**src/rtl/rx_delim_pkg.sv**
```systemverilog
package rx_delim_pkg;
    localparam int SYM_W = 5;
    localparam int NIB_W = 4;

    localparam logic [SYM_W-1:0] SYM_J    = 5'b11000;
    localparam logic [SYM_W-1:0] SYM_K    = 5'b10001;
    localparam logic [SYM_W-1:0] SYM_T    = 5'b01101;
    localparam logic [SYM_W-1:0] SYM_R    = 5'b00111;
    localparam logic [SYM_W-1:0] SYM_IDLE = 5'b11111;

    localparam logic [NIB_W-1:0] PREAMBLE_NIB = 4'b0101;

    typedef enum logic [2:0] {
        ST_IDLE,
        ST_NORM_J,
        ST_FAST_J,
        ST_DATA,
        ST_GOT_T
    } frame_state_t;

    typedef struct packed {
        logic              is_data;
        logic              is_j;
        logic              is_k;
        logic              is_t;
        logic              is_r;
        logic              is_idle;
        logic [NIB_W-1:0]  nib;
    } sym_class_t;

    typedef struct packed {
        frame_state_t      state;
        logic              dv;
        logic              er;
        logic [NIB_W-1:0]  nib;
    } fsm_regs_t;
endpackage

```
**src/rtl/rx_sym_decode.sv**
```systemverilog
module rx_sym_decode
    import rx_delim_pkg::*;
(
    input  logic [SYM_W-1:0] code_i,
    output sym_class_t       cls_o
);
    always_comb begin
        cls_o         = '0;
        cls_o.is_data = 1'b1;
        unique case (code_i)
            5'b11110: cls_o.nib = 4'h0;
            5'b01001: cls_o.nib = 4'h1;
            5'b10100: cls_o.nib = 4'h2;
            5'b10101: cls_o.nib = 4'h3;
            5'b01010: cls_o.nib = 4'h4;
            5'b01011: cls_o.nib = 4'h5;
            5'b01110: cls_o.nib = 4'h6;
            5'b01111: cls_o.nib = 4'h7;
            5'b10010: cls_o.nib = 4'h8;
            5'b10011: cls_o.nib = 4'h9;
            5'b10110: cls_o.nib = 4'hA;
            5'b10111: cls_o.nib = 4'hB;
            5'b11010: cls_o.nib = 4'hC;
            5'b11011: cls_o.nib = 4'hD;
            5'b11100: cls_o.nib = 4'hE;
            5'b11101: cls_o.nib = 4'hF;
            default:  cls_o.is_data = 1'b0;
        endcase
        cls_o.is_j    = (code_i == SYM_J);
        cls_o.is_k    = (code_i == SYM_K);
        cls_o.is_t    = (code_i == SYM_T);
        cls_o.is_r    = (code_i == SYM_R);
        cls_o.is_idle = (code_i == SYM_IDLE);
    end
endmodule

```
**src/rtl/rx_frame_fsm.sv**
```systemverilog
module rx_frame_fsm
    import rx_delim_pkg::*;
(
    input  logic             clk,
    input  logic             rst_n,
    input  sym_class_t       cls_i,
    input  logic             fast_mode_i,
    output logic             dv_o,
    output logic             er_o,
    output logic [NIB_W-1:0] nib_o
);
    fsm_regs_t r_d, r_q;

    always_comb begin
        r_d     = r_q;
        r_d.dv  = 1'b0;
        r_d.er  = 1'b0;
        r_d.nib = '0;
        unique case (r_q.state)
            ST_IDLE: begin
                if (cls_i.is_j) begin
                    if (fast_mode_i) begin
                        r_d.state = ST_FAST_J;
                        r_d.dv    = 1'b1;
                        r_d.nib   = PREAMBLE_NIB;
                    end else begin
                        r_d.state = ST_NORM_J;
                    end
                end
            end
            ST_NORM_J: begin
                r_d.state = cls_i.is_k ? ST_DATA : ST_IDLE;
            end
            ST_FAST_J: begin
                r_d.dv = 1'b1;
                if (cls_i.is_k) begin
                    r_d.state = ST_DATA;
                    r_d.nib   = PREAMBLE_NIB;
                end else begin
                    r_d.state = ST_IDLE;
                    r_d.er    = 1'b1;
                end
            end
            ST_DATA: begin
                if (cls_i.is_data) begin
                    r_d.dv  = 1'b1;
                    r_d.nib = cls_i.nib;
                end else if (cls_i.is_t) begin
                    r_d.state = ST_GOT_T;
                end else if (cls_i.is_idle) begin
                    r_d.state = ST_IDLE;
                    r_d.dv    = 1'b1;
                    r_d.er    = 1'b1;
                end else begin
                    r_d.dv = 1'b1;
                    r_d.er = 1'b1;
                end
            end
            ST_GOT_T: begin
                r_d.state = ST_IDLE;
                r_d.er    = !cls_i.is_r;
            end
            default: r_d.state = ST_IDLE;
        endcase
    end

    always_ff @(posedge clk) begin
        if (!rst_n) begin
            r_q.state <= ST_IDLE;
            r_q.dv    <= 1'b0;
            r_q.er    <= 1'b0;
            r_q.nib   <= '0;
        end else begin
            r_q <= r_d;
        end
    end

    assign dv_o  = r_q.dv;
    assign er_o  = r_q.er;
    assign nib_o = r_q.nib;


    fast_j_valid_chk: assert property (@(posedge clk) disable iff (!rst_n)
        (r_q.state == ST_IDLE && cls_i.is_j && fast_mode_i)
        |=> (dv_o && !er_o && nib_o == PREAMBLE_NIB));


    norm_j_quiet_chk: assert property (@(posedge clk) disable iff (!rst_n)
        (r_q.state == ST_IDLE && cls_i.is_j && !fast_mode_i)
        |=> (!dv_o && !er_o));


    fast_missing_k_chk: assert property (@(posedge clk) disable iff (!rst_n)
        (r_q.state == ST_FAST_J && !cls_i.is_k) |=> (dv_o && er_o));


    early_idle_err_chk: assert property (@(posedge clk) disable iff (!rst_n)
        (r_q.state == ST_DATA && cls_i.is_idle) |=> (dv_o && er_o ##1 !dv_o));


    lone_err_after_t_chk: assert property (@(posedge clk) disable iff (!rst_n)
        (er_o && !dv_o) |-> $past(r_q.state == ST_GOT_T));
endmodule

```
**src/rtl/rx_delim_detect.sv**
```systemverilog
module rx_delim_detect
    import rx_delim_pkg::*;
(
    input  logic             clk,
    input  logic             rst_n,
    input  logic [SYM_W-1:0] code_i,
    input  logic             fast_mode_i,
    output logic             rx_dv_o,
    output logic             rx_er_o,
    output logic [NIB_W-1:0] rx_nib_o
);
    sym_class_t cls;

    rx_sym_decode u_decode (
        .code_i (code_i),
        .cls_o  (cls)
    );

    rx_frame_fsm u_fsm (
        .clk         (clk),
        .rst_n       (rst_n),
        .cls_i       (cls),
        .fast_mode_i (fast_mode_i),
        .dv_o        (rx_dv_o),
        .er_o        (rx_er_o),
        .nib_o       (rx_nib_o)
    );
endmodule

```
**config.mk**
```make
export PLATFORM = sky130hd
export DESIGN_NAME = rx_delim_detect
export DESIGN_NICKNAME = d
export VERILOG_FILES = /design/src/rtl/rx_delim_pkg.sv /design/src/rtl/rx_sym_decode.sv /design/src/rtl/rx_frame_fsm.sv /design/src/rtl/rx_delim_detect.sv
export SDC_FILE = /design/constraint.sdc
export NUM_CORES = 1
export LEC_CHECK = 0
export CAP_MARGIN = 20
export CORE_UTILIZATION = 41
export DETAILED_ROUTE_END_ITERATION = 8
export GPL_ROUTABILITY_DRIVEN = 0
export PLACE_DENSITY = 0.65
export SLEW_MARGIN = 20
export SYNTH_ARGS = -nofsm -noshare
export SYNTH_HDL_FRONTEND = slang
export SYNTH_HIERARCHICAL = 1
export SYNTH_SLANG_ARGS = --single-unit
```
**constraint.sdc**
```tcl
create_clock -name clk -period 2.5 [get_ports clk]
set_clock_uncertainty 0.2 [all_clocks]
set_input_delay 0.375 -clock clk [delete_from_list [all_inputs] [get_ports clk]]
set_output_delay 0.375 -clock clk [all_outputs]
set_load 0.01 [all_outputs]
```
## After elaboration in Yosys (flattened, before gate mapping)

Cells that the tools add are included.

| storage, ports and cells | value |
|---|---|
| input port bits | 8 |
| logic and storage cells | 58 |
| flip-flop bits (word level) | 9 |
| output and inout bits | 6 |

| operators by class | value |
|---|---|
| equal/unequal tests | 28 |
| reductions and logical operators | 5 |
| mux-type cells | 21 |

Operators with widths:

| cell | count |
|---|---|
| $eq A5 B5 Y1 const B | 14 |
| $pmux W4 S15 | 1 |
| $eq A5 B4 Y1 const B | 6 |
| $reduce_or A16 Y1 | 1 |
| $mux W3 | 5 |
| $mux W4 | 3 |
| $pmux W4 S3 | 1 |
| $pmux W3 S3 | 1 |
| $eq A3 B2 Y1 const B | 2 |
| $mux W2 | 3 |
| $pmux W1 S3 | 2 |
| $eq A5 B3 Y1 const B | 1 |
| $mux W1 | 5 |
| $ne A2 B2 Y1 const B | 2 |
| $eq A3 B1 Y1 const B | 1 |
| $eq A3 B3 Y1 const B | 1 |
| $logic_not A3 Y1 | 1 |
| $ne A3 B3 Y1 const B | 1 |
| $reduce_and A3 Y1 | 1 |
| $reduce_or A2 Y1 | 1 |
| $logic_not A1 Y1 | 1 |

## Depth between registers and ports, before layout

Gate-level depths: netlist of run 1.

| logic depth | value |
|---|---|
| depth in word-level cells | 5 |
| depth in mapped cells | 7 |
| depth with buffers taken out | 6 |

## Modules after synthesis

The synthesis of run 1 kept the hierarchy.

Modules (own cells, without submodules):

| module | area each (um2) | sequential area each (um2) | cells each | instances |
|---|---|---|---|---|
| rx_frame_fsm | 425.4 | 180.2 | 47 | 1 |
| rx_sym_decode | 244.0 | 0.0 | 30 | 1 |

## Worst setup path after synthesis of run 1

No wires, ideal clock.

| path | value |
|---|---|
| path kind | in2reg |
| from | input code_i[1] |
| to | register u_fsm/r_q[6] (netlist bit) |
| library setup time | 0.066 ns |
| path slack | 0.718 ns |
| arrival time | 1.516 ns |
| stages | 7 |
| path buffers | 1 |
| required time | 2.234 ns |
| path through | buf_6 > nor2_2 > nand2_2 > nor3b_2 > or3b_1 > a21o_1 > a21oi_2 |

RTL lines:

| element | line | RTL |
|---|---|---|
| start: declaration | rx_delim_detect.sv:6 | `input logic [SYM_W-1:0] code_i,` |
| end signal: assignment | rx_frame_fsm.sv:74 | `r_q <= r_d;` |
| end: declaration | rx_frame_fsm.sv:12 | `fsm_regs_t r_d, r_q;` |

==> impl_metrics.env, run 1 <==
export IMPL_die_area_sq_um=1798
export IMPL_ios=14
export IMPL_power_internal_uw=236.3
export IMPL_r2r_end="u_fsm/er_o$_SDFF_PN0_"
export IMPL_cap_violations=0
export IMPL_synth_seq_area_share_pct=26.92
export IMPL_grt_pass1_wl_microns=2132
export IMPL_rsz0062_at_grt="false"
export IMPL_antenna_found_initial=0
export IMPL_h_tree_depth=1
export IMPL_cp_start_kind="input pin"
export IMPL_ys_warn_count=6
export IMPL_fin_crit_ps=2078
export IMPL_p_leak_nw=0.2679
export IMPL_synth_seq_cells=9
export IMPL_die_h_microns=42.41
export IMPL_wl_per_cell_microns=11.03
export IMPL_final_cell_mix="clkdlybuf4s50_1 (13), dfxtp_1 (9), nor2_1 (6), buf_4 (5), a21oi_1 (5)"
export IMPL_setup_slack_ps=421.7
export IMPL_synth_area_sq_um=669.4
export IMPL_initial_core_util_pct=43.92
export IMPL_syn_nets=85
export IMPL_timing_setup_tns_ps=0
export IMPL_yosys_cell_types_count=33
export IMPL_grt_max_degree=12
export IMPL_cts_setup_buffers=0
export IMPL_cp_num_cells=7
export IMPL_critical_path_max_stage_delay_ps=530
export IMPL_dp_cells=101
export IMPL_syn_inst=77
export IMPL_clockBufferDepth=2
export IMPL_syn_avg_cell_area_sq_um=8.693
export IMPL_path_clk_slew_ps=60
export IMPL_firstDrtPassIters=4
export IMPL_wl_microns=1158
export IMPL_drive_gt1_share_pct=22.47
export IMPL_layout_commonest_cell="clkdlybuf4s50_1"
export IMPL_rows=14
export IMPL_clock_sinks=9
export IMPL_async_reset_ff_share_pct=0
export IMPL_vias=552
export IMPL_cts_tree="done"
export IMPL_min_path_type="flip-flop to flip-flop"
export IMPL_endpoint="u_fsm/r_q[6]$_SDFFE_PN0P_"
export IMPL_seq_power_share_pct=46.5
export IMPL_crit_slowest_cell="clkdlybuf4s50_1"
export IMPL_status="finished clean"
export IMPL_die_x_microns=42.41
export IMPL_area_delta_synth_final_pct=18.50
export IMPL_clock_fmax_mhz=481.2
export IMPL_crit_start="code_i[1]"
export IMPL_finalHoldViolCount=0
export IMPL_cts_root_buf="clkbuf_4"
export IMPL_io_buffers=13
export IMPL_synth_edf_count=0
export IMPL_finalSetupViolations=0
export IMPL_tightest_slew_ps=379.7
export IMPL_slew_limit_headroom_pct=74.62
export IMPL_final_cell_count_no_fill=105
export IMPL_final_nets=98
export IMPL_path_buf_inv=1
export IMPL_ant_nets=0
export IMPL_core_area_sq_um=1524
export IMPL_critical_path_endpoint_type="flip-flop"
export IMPL_crit_family="simple AND/OR/NAND/NOR gates"
export IMPL_ctsResizeCount=0
export IMPL_rrSetupSlack_ps=1070
export IMPL_p_sw_uw=74.60
export IMPL_power_switching_share_pct=24.00
export IMPL_worstPathArrival_ps=2070
export IMPL_grt_pass1_vias=528
export IMPL_worstPathCellList="clkdlybuf4s50_1 -> nor2_2 -> nand2_2 -> nor3b_2 -> or3b_1 -> a21o_1 -> a21oi_2"
export IMPL_synth_ff_type="dfxtp_1"
export IMPL_finalMaxSlewViolations=0
export IMPL_r2r_start="u_fsm/r_q[7]$_SDFFE_PN0P_"
export IMPL_critical_path_class="input pin to flip-flop"
export IMPL_peakVddDrop_mv=0.1375
export IMPL_grt_overflow_total=0
export IMPL_period_share_pct=83.13
export IMPL_hpwlAfterDp_microns=918.2
export IMPL_drtIter0Drc=8
export IMPL_num_antenna_cells=0
export IMPL_rr_worst_depth=3
export IMPL_power_density_nw_per_um2=391.9
export IMPL_hold_buffers=0
export IMPL_critical_path_max_fanout=6
export IMPL_place_ws_ps=151.8
export IMPL_required_ps=2490
export IMPL_clock_latency_ps=250
export IMPL_combPwrFrac_pct=19.4
export IMPL_track_usage_pct=15.03
export IMPL_drcViolationCount=0
export IMPL_cts_buffers=3
export IMPL_vias_per_cell=5.257
export IMPL_clkPwrFrac_pct=34.1
-- cell usage after synthesis, types with 2 or more instances --
| cell | count | area share [%] |
|---|---|---|
| nand2_2 | 3 | 2.8 |
| o21ai_0 | 2 | 1.5 |
| nor2_1 | 6 | 3.4 |
| nand2_1 | 4 | 2.2 |
| nor4b_2 | 2 | 4.5 |
| xnor2_1 | 4 | 5.2 |
| buf_6 | 5 | 8.4 |
| a21o_1 | 3 | 3.4 |
| dfxtp_1 | 9 | 27 |
| o221ai_1 | 3 | 3.9 |
| nand3b_1 | 2 | 2.2 |
| nand4_1 | 2 | 1.9 |
| and2_1 | 3 | 2.8 |
| and3_1 | 2 | 1.9 |
| nor3b_2 | 2 | 3.7 |
| a21oi_1 | 5 | 3.7 |
| buf_4 | 4 | 4.5 |
-- power by group through the flow --
stage | clock (mW) | combinational (mW) | sequential [mW]
after floorplan | 0 | 0.0414 | 0.147
after global placement | 0 | 0.0600 | 0.148
after detailed placement | 0 | 0.0604 | 0.148
after CTS | 0.111 | 0.0606 | 0.145
after global routing | 0.124 | 0.0661 | 0.144
final | 0.106 | 0.0604 | 0.145
-- metal layers --
layer	global-route usage [%]	vias to the layer above	share of wire (%)	routed length [microns]
li1	-	289	-	-
met1	19.79	248	48	551
met2	24.31	15	50	576
met3	1.293	0	2.6	30
met4	7.500	0	0	0
met5	0	-	0	0
-- layout make-up --
cell class | count | area [sq um]
Tap cell | 16 | 20.02
Timing Repair Buffer | 18 | 167.7
Multi-Input combinational cell | 57 | 395.4
Inverter | 1 | 3.754
Sequential cell | 9 | 180.2
Clock buffer | 4 | 26.28
Fill cell | 155 | 730.7
-- worst reg2reg max path, delay by kind of cell (launching register included) --
family | cells | cell delay (ps)
compound gates | 1 | 230
simple gates | 2 | 400
flops | 1 | 500
-- per-stage QoR --
step	instance area, sq um	util (%)	hold WS [ps]	power (mW)
2_1_floorplan	669.4	-	322.5	0.1889
3_3_place_gp	767.0	50.33	373.0	0.2078
3_5_place_dp	767.0	50.33	378.2	0.2082
4_1_cts	793.3	52.05	382.3	0.3162
5_1_grt	793.3	52.05	412.9	0.3344
6_report	793.3	52.05	387.8	0.3109
-- how the worst min path moves through the flow --
| stage | cells past startpoint | slack (ps) | start | end |
|---|---|---|---|---|
| 2_1_floorplan | 2 | 320 | u_fsm/r_q[8]$_SDFFE_PN0P_ | u_fsm/er_o$_SDFF_PN0_ |
| 3_3_place_gp | 2 | 370 | u_fsm/r_q[8]$_SDFFE_PN0P_ | u_fsm/er_o$_SDFF_PN0_ |
| 3_5_place_dp | 2 | 380 | u_fsm/r_q[8]$_SDFFE_PN0P_ | u_fsm/er_o$_SDFF_PN0_ |
| 4_1_cts | 2 | 380 | u_fsm/r_q[8]$_SDFFE_PN0P_ | u_fsm/er_o$_SDFF_PN0_ |
| 5_1_grt | 2 | 410 | u_fsm/r_q[8]$_SDFFE_PN0P_ | u_fsm/er_o$_SDFF_PN0_ |
| 6_report | 2 | 390 | u_fsm/r_q[8]$_SDFFE_PN0P_ | u_fsm/er_o$_SDFF_PN0_ |
-- flip-flops by register name, indices dropped and copies added, names as in the netlist --
signal and flops:
u_fsm/dv_o 1, u_fsm/er_o 1, u_fsm/nib_o 4, u_fsm/r_q 3
-- cells by family (layout without fill, tap and decap cells) --
kind of cell,after synthesis,count (layout),share of synthesized area (%)
buffers and inverters,11,23,14.02
XOR/XNOR,4,4,5.233
AO/OA/AOI/OAI,16,16,15.89
AND/OR/NAND/NOR,37,37,37.94
flip-flops,9,9,26.92
No activity file was read; power rests on OpenSTA's default activity.
==> run 2, diff against run 1 <==
Settings changed: PLACE_DENSITY 0.65 to 0.68.
Clock period 2.5 ns to 1.8 ns, I/O delays scaled along.
==> run 2 against run 1 <==
  * Register-to-register slack worse by 680 ps
  * Power increased by 46%
  * Cell area grew 17%
  * Sequential power is 39% higher
  * Routed wire length increased by 18%
  * Setup slack got worse by 350 ps
  * Hold slack got worse by 4.1 ps
  * Die area unchanged
  * Clock power is 40% higher
  * Final cell count rose by 14%
  * Largest power group unchanged
==> impl_metrics.env, run 2 (synthesis results as in run 1) <==
export IMPL_cts_root_buf="clkbuf_4"
export IMPL_layout_commonest_cell="buf_4"
export IMPL_h_tree_depth=1
export IMPL_antenna_found_initial=0
export IMPL_area_delta_synth_final_pct=38.69
export IMPL_drive_gt1_share_pct=36.54
export IMPL_critical_path_max_fanout=4
export IMPL_p_leak_nw=0.3560
export IMPL_ant_nets=0
export IMPL_grt_pass1_vias=574
export IMPL_clockBufferDepth=2
export IMPL_hpwlAfterDp_microns=1088
export IMPL_wl_microns=1365
export IMPL_period_share_pct=96.10
export IMPL_finalSetupViolations=0
export IMPL_finalMaxSlewViolations=0
export IMPL_final_cell_count_no_fill=120
export IMPL_cts_setup_buffers=0
export IMPL_worstPathArrival_ps=1710
export IMPL_vias_per_cell=5.150
export IMPL_finalHoldViolCount=0
export IMPL_core_area_sq_um=1524
export IMPL_grt_max_degree=11
export IMPL_power_uw=454.6
export IMPL_cp_start_kind="input pin"
export IMPL_ctsResizeCount=4
export IMPL_cts_tree="done"
export IMPL_clock_fmax_mhz=578.1
export IMPL_cap_violations=0
export IMPL_peakVddDrop_mv=0.2058
export IMPL_critical_path_class="input pin to flip-flop"
export IMPL_die_area_sq_um=1798
export IMPL_clock_sinks=9
export IMPL_holdWs_ps=383.7
export IMPL_num_antenna_cells=0
export IMPL_slew_limit_headroom_pct=79.02
export IMPL_power_density_nw_per_um2=489.6
export IMPL_io_buffers=13
export IMPL_drtIter0Drc=13
export IMPL_min_path_type="flip-flop to flip-flop"
export IMPL_largest_reg_flops=4
export IMPL_clock_latency_ps=250
export IMPL_die_x_microns=42.41
export IMPL_dp_cells=116
export IMPL_track_usage_pct=16.49
export IMPL_drcViolationCount=0
export IMPL_setup_slack_ps=70.16
export IMPL_status="finished clean"
export IMPL_firstDrtPassIters=4
export IMPL_required_ps=1780
export IMPL_grt_overflow_total=0
export IMPL_critical_path_endpoint_type="flip-flop"
export IMPL_timing_setup_tns_ps=0
export IMPL_tightest_slew_ps=313.4
export IMPL_final_nets=113
export IMPL_cts_buffers=3
export IMPL_die_h_microns=42.41
export IMPL_path_clk_slew_ps=60
export IMPL_rows=14
export IMPL_hold_buffers=0
export IMPL_fin_crit_ps=1730
export IMPL_grt_pass1_wl_microns=2339
export IMPL_place_ws_ps=-386.7
export IMPL_final_cell_mix="buf_4 (20), clkdlybuf4s50_1 (10), dfxtp_1 (9), nor2_1 (6)"
export IMPL_wl_per_cell_microns=11.38
export IMPL_initial_core_util_pct=43.92
export IMPL_vias=618
export IMPL_ios=14
[run 2: changes by cell type in the layout (fill, tap and decap cells not counted)]
cell             delta
a21oi_1             -1
a21oi_2             +1
buf_4              +15
clkdlybuf4s50_1     -3
dlygate4sd2_1       +3
nor4b_2             -1
nor4b_4             +1
o21ai_0             -1
o21ai_1             +1
o221ai_1            -1
o221ai_2            +1
xnor2_1             -1
xnor2_2             +1
[run 2: worst paths after layout]
check                            startpoint                   endpoint  slack (ps)  cells past startpoint
setup / recovery                  code_i[4]  u_fsm/r_q[7]$_SDFFE_PN0P_          70                      7
hold / removal    u_fsm/r_q[7]$_SDFFE_PN0P_  u_fsm/r_q[8]$_SDFFE_PN0P_         380                      3
setup reg to reg  u_fsm/r_q[6]$_SDFFE_PN0P_      u_fsm/er_o$_SDFF_PN0_         390                      3
hold reg to reg   u_fsm/r_q[7]$_SDFFE_PN0P_  u_fsm/r_q[8]$_SDFFE_PN0P_         380                      3
[run 2: power breakdown]
group	switching [mW]	leakage (nW)	total (mW)	internal, mW
Clock	0.0634	0.0150	0.148	0.0850
Sequential	0.000536	0.0725	0.201	0.200
Combinational	0.0485	0.269	0.106	0.0571
Total	0.112	0.356	0.455	0.342
[run 2: worst max-delay path, cell delays in order]
cell and delay, ps:
clkdlybuf4s50_1 490, nand2_2 60, buf_4 130, nor3b_2 290
nand2_1 140, a21o_1 190, a21oi_1 140
[run 2: layout make-up]
class                   count  area, sq um
multi-input cells          57        421.7
fillers                   144        595.6
flip-flops and latches      9        180.2
inverters                   1        3.754
clock buffers               4        26.28
well taps                  16        20.02
repair buffers             33        276.5
[run 2: per-stage QoR]
| step | utilization, % | area [sq um] |
|---|---|---|
| 6_report | 60.92 | 928.4 |
| 5_1_grt | 60.92 | 928.4 |
| 4_1_cts | 59.61 | 908.4 |
| 3_5_place_dp | 57.72 | 879.6 |
| 3_3_place_gp | 57.72 | 879.6 |
| 2_1_floorplan | - | 669.4 |
[run 2: layer usage]
metal  up-vias  wire length, microns  global-route usage (%)
li1        316                     -                       -
met1       280                   601                   21.52
met2        17                   696                   26.77
met3         5                    42                       0
met4         0                    25                   10.63
met5         -                     0                       0
